$ cat config.mk
export PLATFORM = sky130hd
export DESIGN_NAME = snoop_wb_ctrl
export DESIGN_NICKNAME = d
export VERILOG_FILES = /design/src/rtl/snp_pkg.sv /design/src/rtl/snp_line_array.sv /design/src/rtl/snp_snoop_resp.sv /design/src/rtl/snoop_wb_ctrl.sv
export SDC_FILE = /design/constraint.sdc
export NUM_CORES = 1
export LEC_CHECK = 0
export BUFFER_PORTS_ARGS = -buffer_cell sky130_fd_sc_hd__buf_2
export CORE_AREA = 4 4 179 181
export CTS_BUF_LIST = sky130_fd_sc_hd__clkbuf_16
export DETAILED_ROUTE_END_ITERATION = 6
export DIE_AREA = 0 0 183 185
export HOLD_SLACK_MARGIN = 0.03
export SETUP_SLACK_MARGIN = 0.2
export SLEW_MARGIN = 20
export SYNTH_ARGS = -nofsm -noshare
export SYNTH_HDL_FRONTEND = slang
export SYNTH_SLANG_ARGS = --single-unit
$ cat constraint.sdc
create_clock -name clk -period 4.1 [get_ports clk]
set_clock_uncertainty 0.15 [all_clocks]
set_input_delay 0.41 -clock clk [delete_from_list [all_inputs] [get_ports clk]]
set_output_delay 0.41 -clock clk [all_outputs]
set_load 0.02 [all_outputs]
$ cat src/rtl/snp_pkg.sv
package snp_pkg;
  typedef enum logic [1:0] {
    LS_I = 2'b00,
    LS_S = 2'b01,
    LS_M = 2'b10
  } line_st_e;

  typedef enum logic [2:0] {
    BOP_NONE = 3'd0,
    BOP_RD   = 3'd1,
    BOP_WR   = 3'd2,
    BOP_INV  = 3'd3,
    BOP_WB   = 3'd4
  } bus_op_e;
endpackage

$ cat src/rtl/snp_line_array.sv
module snp_line_array #(
  parameter int IDX_W  = 2,
  parameter int TAG_W  = 6,
  parameter int DATA_W = 32,
  parameter int NPORT  = 3
) (
  input  logic                           clk,
  input  logic                           rst_n,
  input  logic [NPORT-1:0][IDX_W-1:0]    rd_idx,
  output logic [NPORT-1:0][1:0]          rd_st,
  output logic [NPORT-1:0][TAG_W-1:0]    rd_tag,
  output logic [NPORT-1:0][DATA_W-1:0]   rd_data,
  input  logic                           wr_en,
  input  logic [IDX_W-1:0]               wr_idx,
  input  logic [1:0]                     wr_st,
  input  logic [TAG_W-1:0]               wr_tag,
  input  logic [DATA_W-1:0]              wr_data
);
  localparam int LINES = 1 << IDX_W;

  logic [1:0]        st_mem   [LINES];
  logic [TAG_W-1:0]  tag_mem  [LINES];
  logic [DATA_W-1:0] data_mem [LINES];

  always_ff @(posedge clk) begin
    if (!rst_n) begin
      for (int i = 0; i < LINES; i++) st_mem[i] <= snp_pkg::LS_I;
    end else if (wr_en) begin
      st_mem[wr_idx] <= wr_st;
    end
  end

  always_ff @(posedge clk) begin
    if (wr_en) begin
      tag_mem[wr_idx]  <= wr_tag;
      data_mem[wr_idx] <= wr_data;
    end
  end

  for (genvar p = 0; p < NPORT; p++) begin : g_rd
    assign rd_st[p]   = st_mem[rd_idx[p]];
    assign rd_tag[p]  = tag_mem[rd_idx[p]];
    assign rd_data[p] = data_mem[rd_idx[p]];
  end
endmodule

$ cat src/rtl/snp_snoop_resp.sv
module snp_snoop_resp #(
  parameter int TAG_W = 6
) (
  input  logic             snp_act,
  input  logic [2:0]       snp_op,
  input  logic [TAG_W-1:0] snp_tag,
  input  logic [1:0]       line_st,
  input  logic [TAG_W-1:0] line_tag,
  output logic             upd,
  output logic [1:0]       new_st,
  output logic             flush
);
  import snp_pkg::*;
  logic hit;
  assign hit = snp_act && (line_st != LS_I) && (line_tag == snp_tag);

  always_comb begin
    upd    = 1'b0;
    new_st = line_st;
    flush  = 1'b0;
    if (hit) begin
      case (snp_op)
        BOP_RD: begin
          if (line_st == LS_M) begin
            upd    = 1'b1;
            new_st = LS_S;
            flush  = 1'b1;
          end
        end
        BOP_WR, BOP_INV: begin
          upd    = 1'b1;
          new_st = LS_I;
          flush  = (line_st == LS_M);
        end
        default: ;
      endcase
    end
  end
endmodule

$ cat src/rtl/snoop_wb_ctrl.sv
module snoop_wb_ctrl #(
  parameter int ADDR_W = 8,
  parameter int IDX_W  = 2,
  parameter int DATA_W = 32
) (
  input  logic              clk,
  input  logic              rst_n,
  input  logic              cpu_valid,
  output logic              cpu_ready,
  input  logic              cpu_we,
  input  logic [ADDR_W-1:0] cpu_addr,
  input  logic [DATA_W-1:0] cpu_wdata,
  output logic [DATA_W-1:0] cpu_rdata,
  output logic              bus_req,
  input  logic              bus_gnt,
  output logic              bus_valid,
  output logic [2:0]        bus_op,
  output logic [ADDR_W-1:0] bus_addr,
  output logic [DATA_W-1:0] bus_wdata,
  input  logic [DATA_W-1:0] bus_rdata,
  input  logic              bus_done,
  input  logic              snp_valid,
  input  logic [2:0]        snp_op,
  input  logic [ADDR_W-1:0] snp_addr,
  output logic              flush_valid,
  output logic [ADDR_W-1:0] flush_addr,
  output logic [DATA_W-1:0] flush_data
);
  import snp_pkg::*;
  localparam int TAG_W = ADDR_W - IDX_W;
  localparam int NPORT = 3;
  localparam int PC = 0;
  localparam int PS = 1;
  localparam int PR = 2;

  typedef enum logic [1:0] {FS_IDLE, FS_REQ, FS_XFER} fsm_e;

  fsm_e              st_q;
  bus_op_e           op_q;
  logic [ADDR_W-1:0] req_addr_q;
  logic              req_we_q;

  logic [IDX_W-1:0] cpu_idx, snp_idx, req_idx;
  logic [TAG_W-1:0] cpu_tag, snp_tag, req_tag;
  assign cpu_idx = cpu_addr[IDX_W-1:0];
  assign cpu_tag = cpu_addr[ADDR_W-1:IDX_W];
  assign snp_idx = snp_addr[IDX_W-1:0];
  assign snp_tag = snp_addr[ADDR_W-1:IDX_W];
  assign req_idx = req_addr_q[IDX_W-1:0];
  assign req_tag = req_addr_q[ADDR_W-1:IDX_W];

  logic [NPORT-1:0][IDX_W-1:0]  ap_idx;
  logic [NPORT-1:0][1:0]        ap_st;
  logic [NPORT-1:0][TAG_W-1:0]  ap_tag;
  logic [NPORT-1:0][DATA_W-1:0] ap_data;
  assign ap_idx[PC] = cpu_idx;
  assign ap_idx[PS] = snp_idx;
  assign ap_idx[PR] = req_idx;

  logic             wr_en;
  logic [IDX_W-1:0] wr_idx;
  logic [1:0]       wr_st;
  logic [TAG_W-1:0] wr_tag;
  logic [DATA_W-1:0] wr_data;

  snp_line_array #(
    .IDX_W(IDX_W), .TAG_W(TAG_W), .DATA_W(DATA_W), .NPORT(NPORT)
  ) u_lines (
    .clk(clk), .rst_n(rst_n),
    .rd_idx(ap_idx), .rd_st(ap_st), .rd_tag(ap_tag), .rd_data(ap_data),
    .wr_en(wr_en), .wr_idx(wr_idx), .wr_st(wr_st), .wr_tag(wr_tag), .wr_data(wr_data)
  );

  logic       snp_act, snp_upd, snp_flush;
  logic [1:0] snp_new_st;
  assign snp_act = snp_valid && (st_q != FS_XFER);

  snp_snoop_resp #(.TAG_W(TAG_W)) u_snoop (
    .snp_act(snp_act), .snp_op(snp_op), .snp_tag(snp_tag),
    .line_st(ap_st[PS]), .line_tag(ap_tag[PS]),
    .upd(snp_upd), .new_st(snp_new_st), .flush(snp_flush)
  );

  // Local access classification
  logic cpu_hit;
  assign cpu_hit = (ap_st[PC] != LS_I) && (ap_tag[PC] == cpu_tag) &&
                   (!cpu_we || ap_st[PC] == LS_M);
  assign cpu_ready = (st_q == FS_IDLE) && !snp_valid && cpu_hit;
  assign cpu_rdata = ap_data[PC];

  // Pending request classification
  logic    req_tag_hit, victim_dirty;
  bus_op_e miss_op;
  assign req_tag_hit  = (ap_st[PR] != LS_I) && (ap_tag[PR] == req_tag);
  assign victim_dirty = (ap_st[PR] == LS_M) && (ap_tag[PR] != req_tag);
  assign miss_op = !req_we_q ? BOP_RD : (req_tag_hit ? BOP_INV : BOP_WR);

  logic waiting, restart;
  assign waiting = (st_q == FS_REQ);
  assign restart = waiting && snp_valid && (snp_idx == req_idx) &&
                   (snp_op == BOP_RD || snp_op == BOP_WR || snp_op == BOP_INV);

  // Single write port, snoop first
  always_comb begin
    wr_en   = 1'b0;
    wr_idx  = cpu_idx;
    wr_st   = LS_M;
    wr_tag  = cpu_tag;
    wr_data = cpu_wdata;
    if (snp_act && snp_upd) begin
      wr_en   = 1'b1;
      wr_idx  = snp_idx;
      wr_st   = snp_new_st;
      wr_tag  = ap_tag[PS];
      wr_data = ap_data[PS];
    end else if (cpu_valid && cpu_ready && cpu_we) begin
      wr_en = 1'b1;
    end else if (st_q == FS_XFER && bus_done) begin
      wr_en  = 1'b1;
      wr_idx = req_idx;
      wr_tag = req_tag;
      case (op_q)
        BOP_WB: begin
          wr_st   = LS_I;
          wr_tag  = ap_tag[PR];
          wr_data = ap_data[PR];
        end
        BOP_RD: begin
          wr_st   = LS_S;
          wr_data = bus_rdata;
        end
        BOP_WR: begin
          wr_st   = LS_M;
          wr_data = bus_rdata;
        end
        default: begin
          wr_st   = LS_M;
          wr_data = ap_data[PR];
        end
      endcase
    end
  end

  always_ff @(posedge clk) begin
    if (!rst_n) begin
      st_q       <= FS_IDLE;
      op_q       <= BOP_NONE;
      req_addr_q <= '0;
      req_we_q   <= 1'b0;
    end else begin
      case (st_q)
        FS_IDLE: begin
          if (cpu_valid && !snp_valid && !cpu_hit) begin
            st_q       <= FS_REQ;
            req_addr_q <= cpu_addr;
            req_we_q   <= cpu_we;
          end
        end
        FS_REQ: begin
          if (restart) begin
            st_q <= FS_IDLE;
          end else if (bus_gnt) begin
            st_q <= FS_XFER;
            op_q <= victim_dirty ? BOP_WB : miss_op;
          end
        end
        default: begin
          if (bus_done) begin
            if (op_q == BOP_WB) begin
              op_q <= miss_op;
            end else begin
              st_q <= FS_IDLE;
              op_q <= BOP_NONE;
            end
          end
        end
      endcase
    end
  end

  always_ff @(posedge clk) begin
    if (!rst_n) begin
      flush_valid <= 1'b0;
      flush_addr  <= '0;
      flush_data  <= '0;
    end else begin
      flush_valid <= snp_act && snp_flush;
      if (snp_act && snp_flush) begin
        flush_addr <= snp_addr;
        flush_data <= ap_data[PS];
      end
    end
  end

  assign bus_req   = (st_q != FS_IDLE);
  assign bus_valid = (st_q == FS_XFER);
  assign bus_op    = (st_q == FS_XFER) ? op_q : BOP_NONE;
  assign bus_addr  = (op_q == BOP_WB) ? {ap_tag[PR], req_idx} : req_addr_q;
  assign bus_wdata = ap_data[PR];
endmodule

==> results.toml <==
[clocking]
cts_setup_buffers = 0
clk_latency_ns = 0.54
cts.htree.levels = 1
numClockSinks = 217
clkSlewWorstSetupHoldPaths_ns = 0.06
cts_inserted_buffers = 25
cts_tree = "built"
clockRootBuffer = "clkbuf_16"
cts_buffer_depth = 3

[detailed_routing]
avgRoutedWirePerCell_um = 22.0
vias_per_cell = 5.47
drc = 0
final_antenna_net_count = 0
highest_layer = "met4"
firstDrtPassIters = 5
drt-total-wl_mm = 32.6
drt_iter0_drc = 735
wl_met2_mm = 15.5
num_vias = 8113
wl_met3_mm = 2.56
wl_met1_mm = 13.9

[die]
die_h_um = 185
dieArea_mm2 = 0.0339
ioPinCount = 209
die-width_um = 183
rows = 64
start_util = 0.397
core_mm2 = 0.0304

[synthesis]
synth.cell_area_mm2 = 0.0121
ys_warn_count = 0
yosysTopAreaCellShare = 0.397
synth_largest_area_cell = "edfxtp_1"
syn_inst = 926
ys_ff_latch = 217
synth_compound_area_frac = 0.0684
syn-num-nets = 1016
async_flop_share = 0
synthMuxAreaShare = 0.270
synth-seq-area-share = 0.492
synth_cell_type_count = 48
yosys.area_share.xor_xnor = 0.0166
synthTopCellsByArea = "edfxtp_1, mux4_2, dfxtp_1"
synth_top_family_by_area = "multiplexers"
synth-edff-count = 160
synth.avg_cell_area_um2 = 13.1
synthAdderAreaFrac = 0
synth-simple-area-share = 0.0871
synth_flop_cell = "edfxtp_1"

[placement]
place.gp.congestion = 0.804
portBuffers = 208
dp_hpwl_mm = 22.8

[grt]
overflow = 0
grt_usage = 0.186
antenna_found_initial = 1
grt_pass1_wl_mm = 48.7
grt_pass1_vias = 8138
grt_max_degree = 77

[cells_and_area]
diodes = 0
drive_above_1_share = 0.388
final_util = 0.465
syn_to_final_growth_pct = 16.9
fin_nets = 1158

[timing]
setup_violations = 0
hold_viol = 0
final-max-slew-violation-count = 0
timing.final.crit_share = 0.774
max_freq_mhz = 315
rsz0062_at_grt = "no"
worstMarginPinSlew_ns = 0.829
fin_setup_tns_ns = 0
period_needed_ns = 3.17
relSlewSlack = 0.439

[critical_path]
cp_slowest_cell = "mux4_2"
cp.arrival_ns = 2.61
crit_path_end_kind = "primary output"
required_ns = 3.54
crit_fanout = 3
slowest_delay_ns = 0.52
crit_chain = "mux4_2, xnor2_1, nand2_1, nor4b_1, buf_2"
crit_path_start_kind = "register"
path_class = "register to primary output"

[min_path]
hp-class = "input pin to register"

[power_and_ir_drop]
powerDensity_mw_per_mm2 = 373
ir_drop_uv = 269
leakagePower_uw = 0.00501

[job]
maxCapViolCount = 0

[status]
status = "finished clean"
==> timing repair <==
action | in CTS | in global routing
resized for setup | 0 | 0
setup endpoints to repair | 0 | 0
hold buffers | 8 | 0
endpoints found under the hold margin | 8 | 0
==> state kept, by name (all words and copies together) (netlist names), named ones only <==
| register | cells |
|---|---|
| flush_addr | 8 |
| st_q | 2 |
| u_lines.st_mem | 8 |
| flush_data | 32 |
| op_q | 3 |
| flush_valid | 1 |
| req_addr_q | 8 |
| u_lines.tag_mem | 24 |
| req_we_q | 1 |
| u_lines.data_mem | 128 |
==> placed cells by master, fill, tap and decap left out, types with 25 or more instances in the layout <==
cell type  synthesis  routed
buf_2             20     206
edfxtp_1         160     160
nand2_1          132     129
mux4_2           117     117
dfxtp_1           57      55
nor2_1            53      50
mux2i_1           44      44
a21oi_1           40      40
a21boi_1          40      40
o21ai_0           37      37
buf_4             66      31
clkbuf_16          0      25
==> final cells by class <==
class / count / area [um^2]
Tap cell: 396 / 495
Sequential cell: 217 / 5950
Clock buffer: 25 / 626
Fill cell: 2775 / 16300
Inverter: 4 / 15.0
Clock inverter: 21 / 236
Multi-Input combinational cell: 571 / 5390
Timing Repair Buffer: 249 / 1420
==> cell families after synthesis <==
| group | Yosys count |
|---|---|
| AO/OA/AOI/OAI | 136 |
| flip-flops | 217 |
| AND/OR/NAND/NOR | 240 |
| buffers and inverters | 138 |
| XOR/XNOR | 22 |
| multiplexers | 173 |
==> critical path: cells and delay by family (launching register included) <==
kind,cells,cell delay [ns]
multiplexers,1,0.52
AND/OR/NAND/NOR,2,0.63
XOR/XNOR,1,0.24
flip-flops,1,0.41
buffers and inverters,1,0.26
==> metal layers <==
| layer | vias up | global-route usage |
|---|---|---|
| met2 | 315 | 0.309 |
| met4 | 0 | 0.0381 |
| met3 | 35 | 0.0350 |
| met1 | 4030 | 0.260 |
| met5 | - | 0 |
| li1 | 3733 | - |
==> power by group <==
| part | total (uW) | switching (uW) | internal (uW) | leakage (uW) |
|---|---|---|---|---|
| sequential | 2400 | 25.0 | 2380 | 0.00191 |
| clock | 2330 | 907 | 1430 | 0.000447 |
| combinational | 543 | 301 | 242 | 0.00265 |
==> worst paths after layout <==
kind	startpoint	endpoint	slack (ns)	cells past startpoint
worst max-delay path	u_lines.tag_mem[3][5]	cpu_ready	0.93	5
worst min-delay path	cpu_addr[7]	req_addr_q[7]	0.06	3
worst max register to register	u_lines.tag_mem[2][1]	u_lines.data_mem[0][29]	0.94	7
worst min register to register	flush_addr[5]	flush_addr[5]	0.30	2
==> through the flow <==
stage               total power (uW)  worst slack [ns]  std cells  hold WS, ns  instance area [um^2]
floorplan                       2840             0.297        926        0.297                 12100
global placement                2980             0.564       1429        0.289                 13200
detailed placement              2990             0.561       1429        0.290                 13200
CTS                             5320             0.850       1483       0.0429                 14100
global route                    5450             0.773       1483       0.0522                 14100
finish                          5280             0.928       1483       0.0567                 14100
==> synth_stat cells, types with 18 or more instances <==
master    number
mux2i_1       44
mux4_2       117
o21ai_0       37
a21boi_1      40
nand2_1      132
dfxtp_1       57
xnor2_1       18
clkbuf_1      34
a21oi_1       40
buf_4         66
nor2_1        53
edfxtp_1     160
buf_2         20
Power figures use the tool's default switching activity.
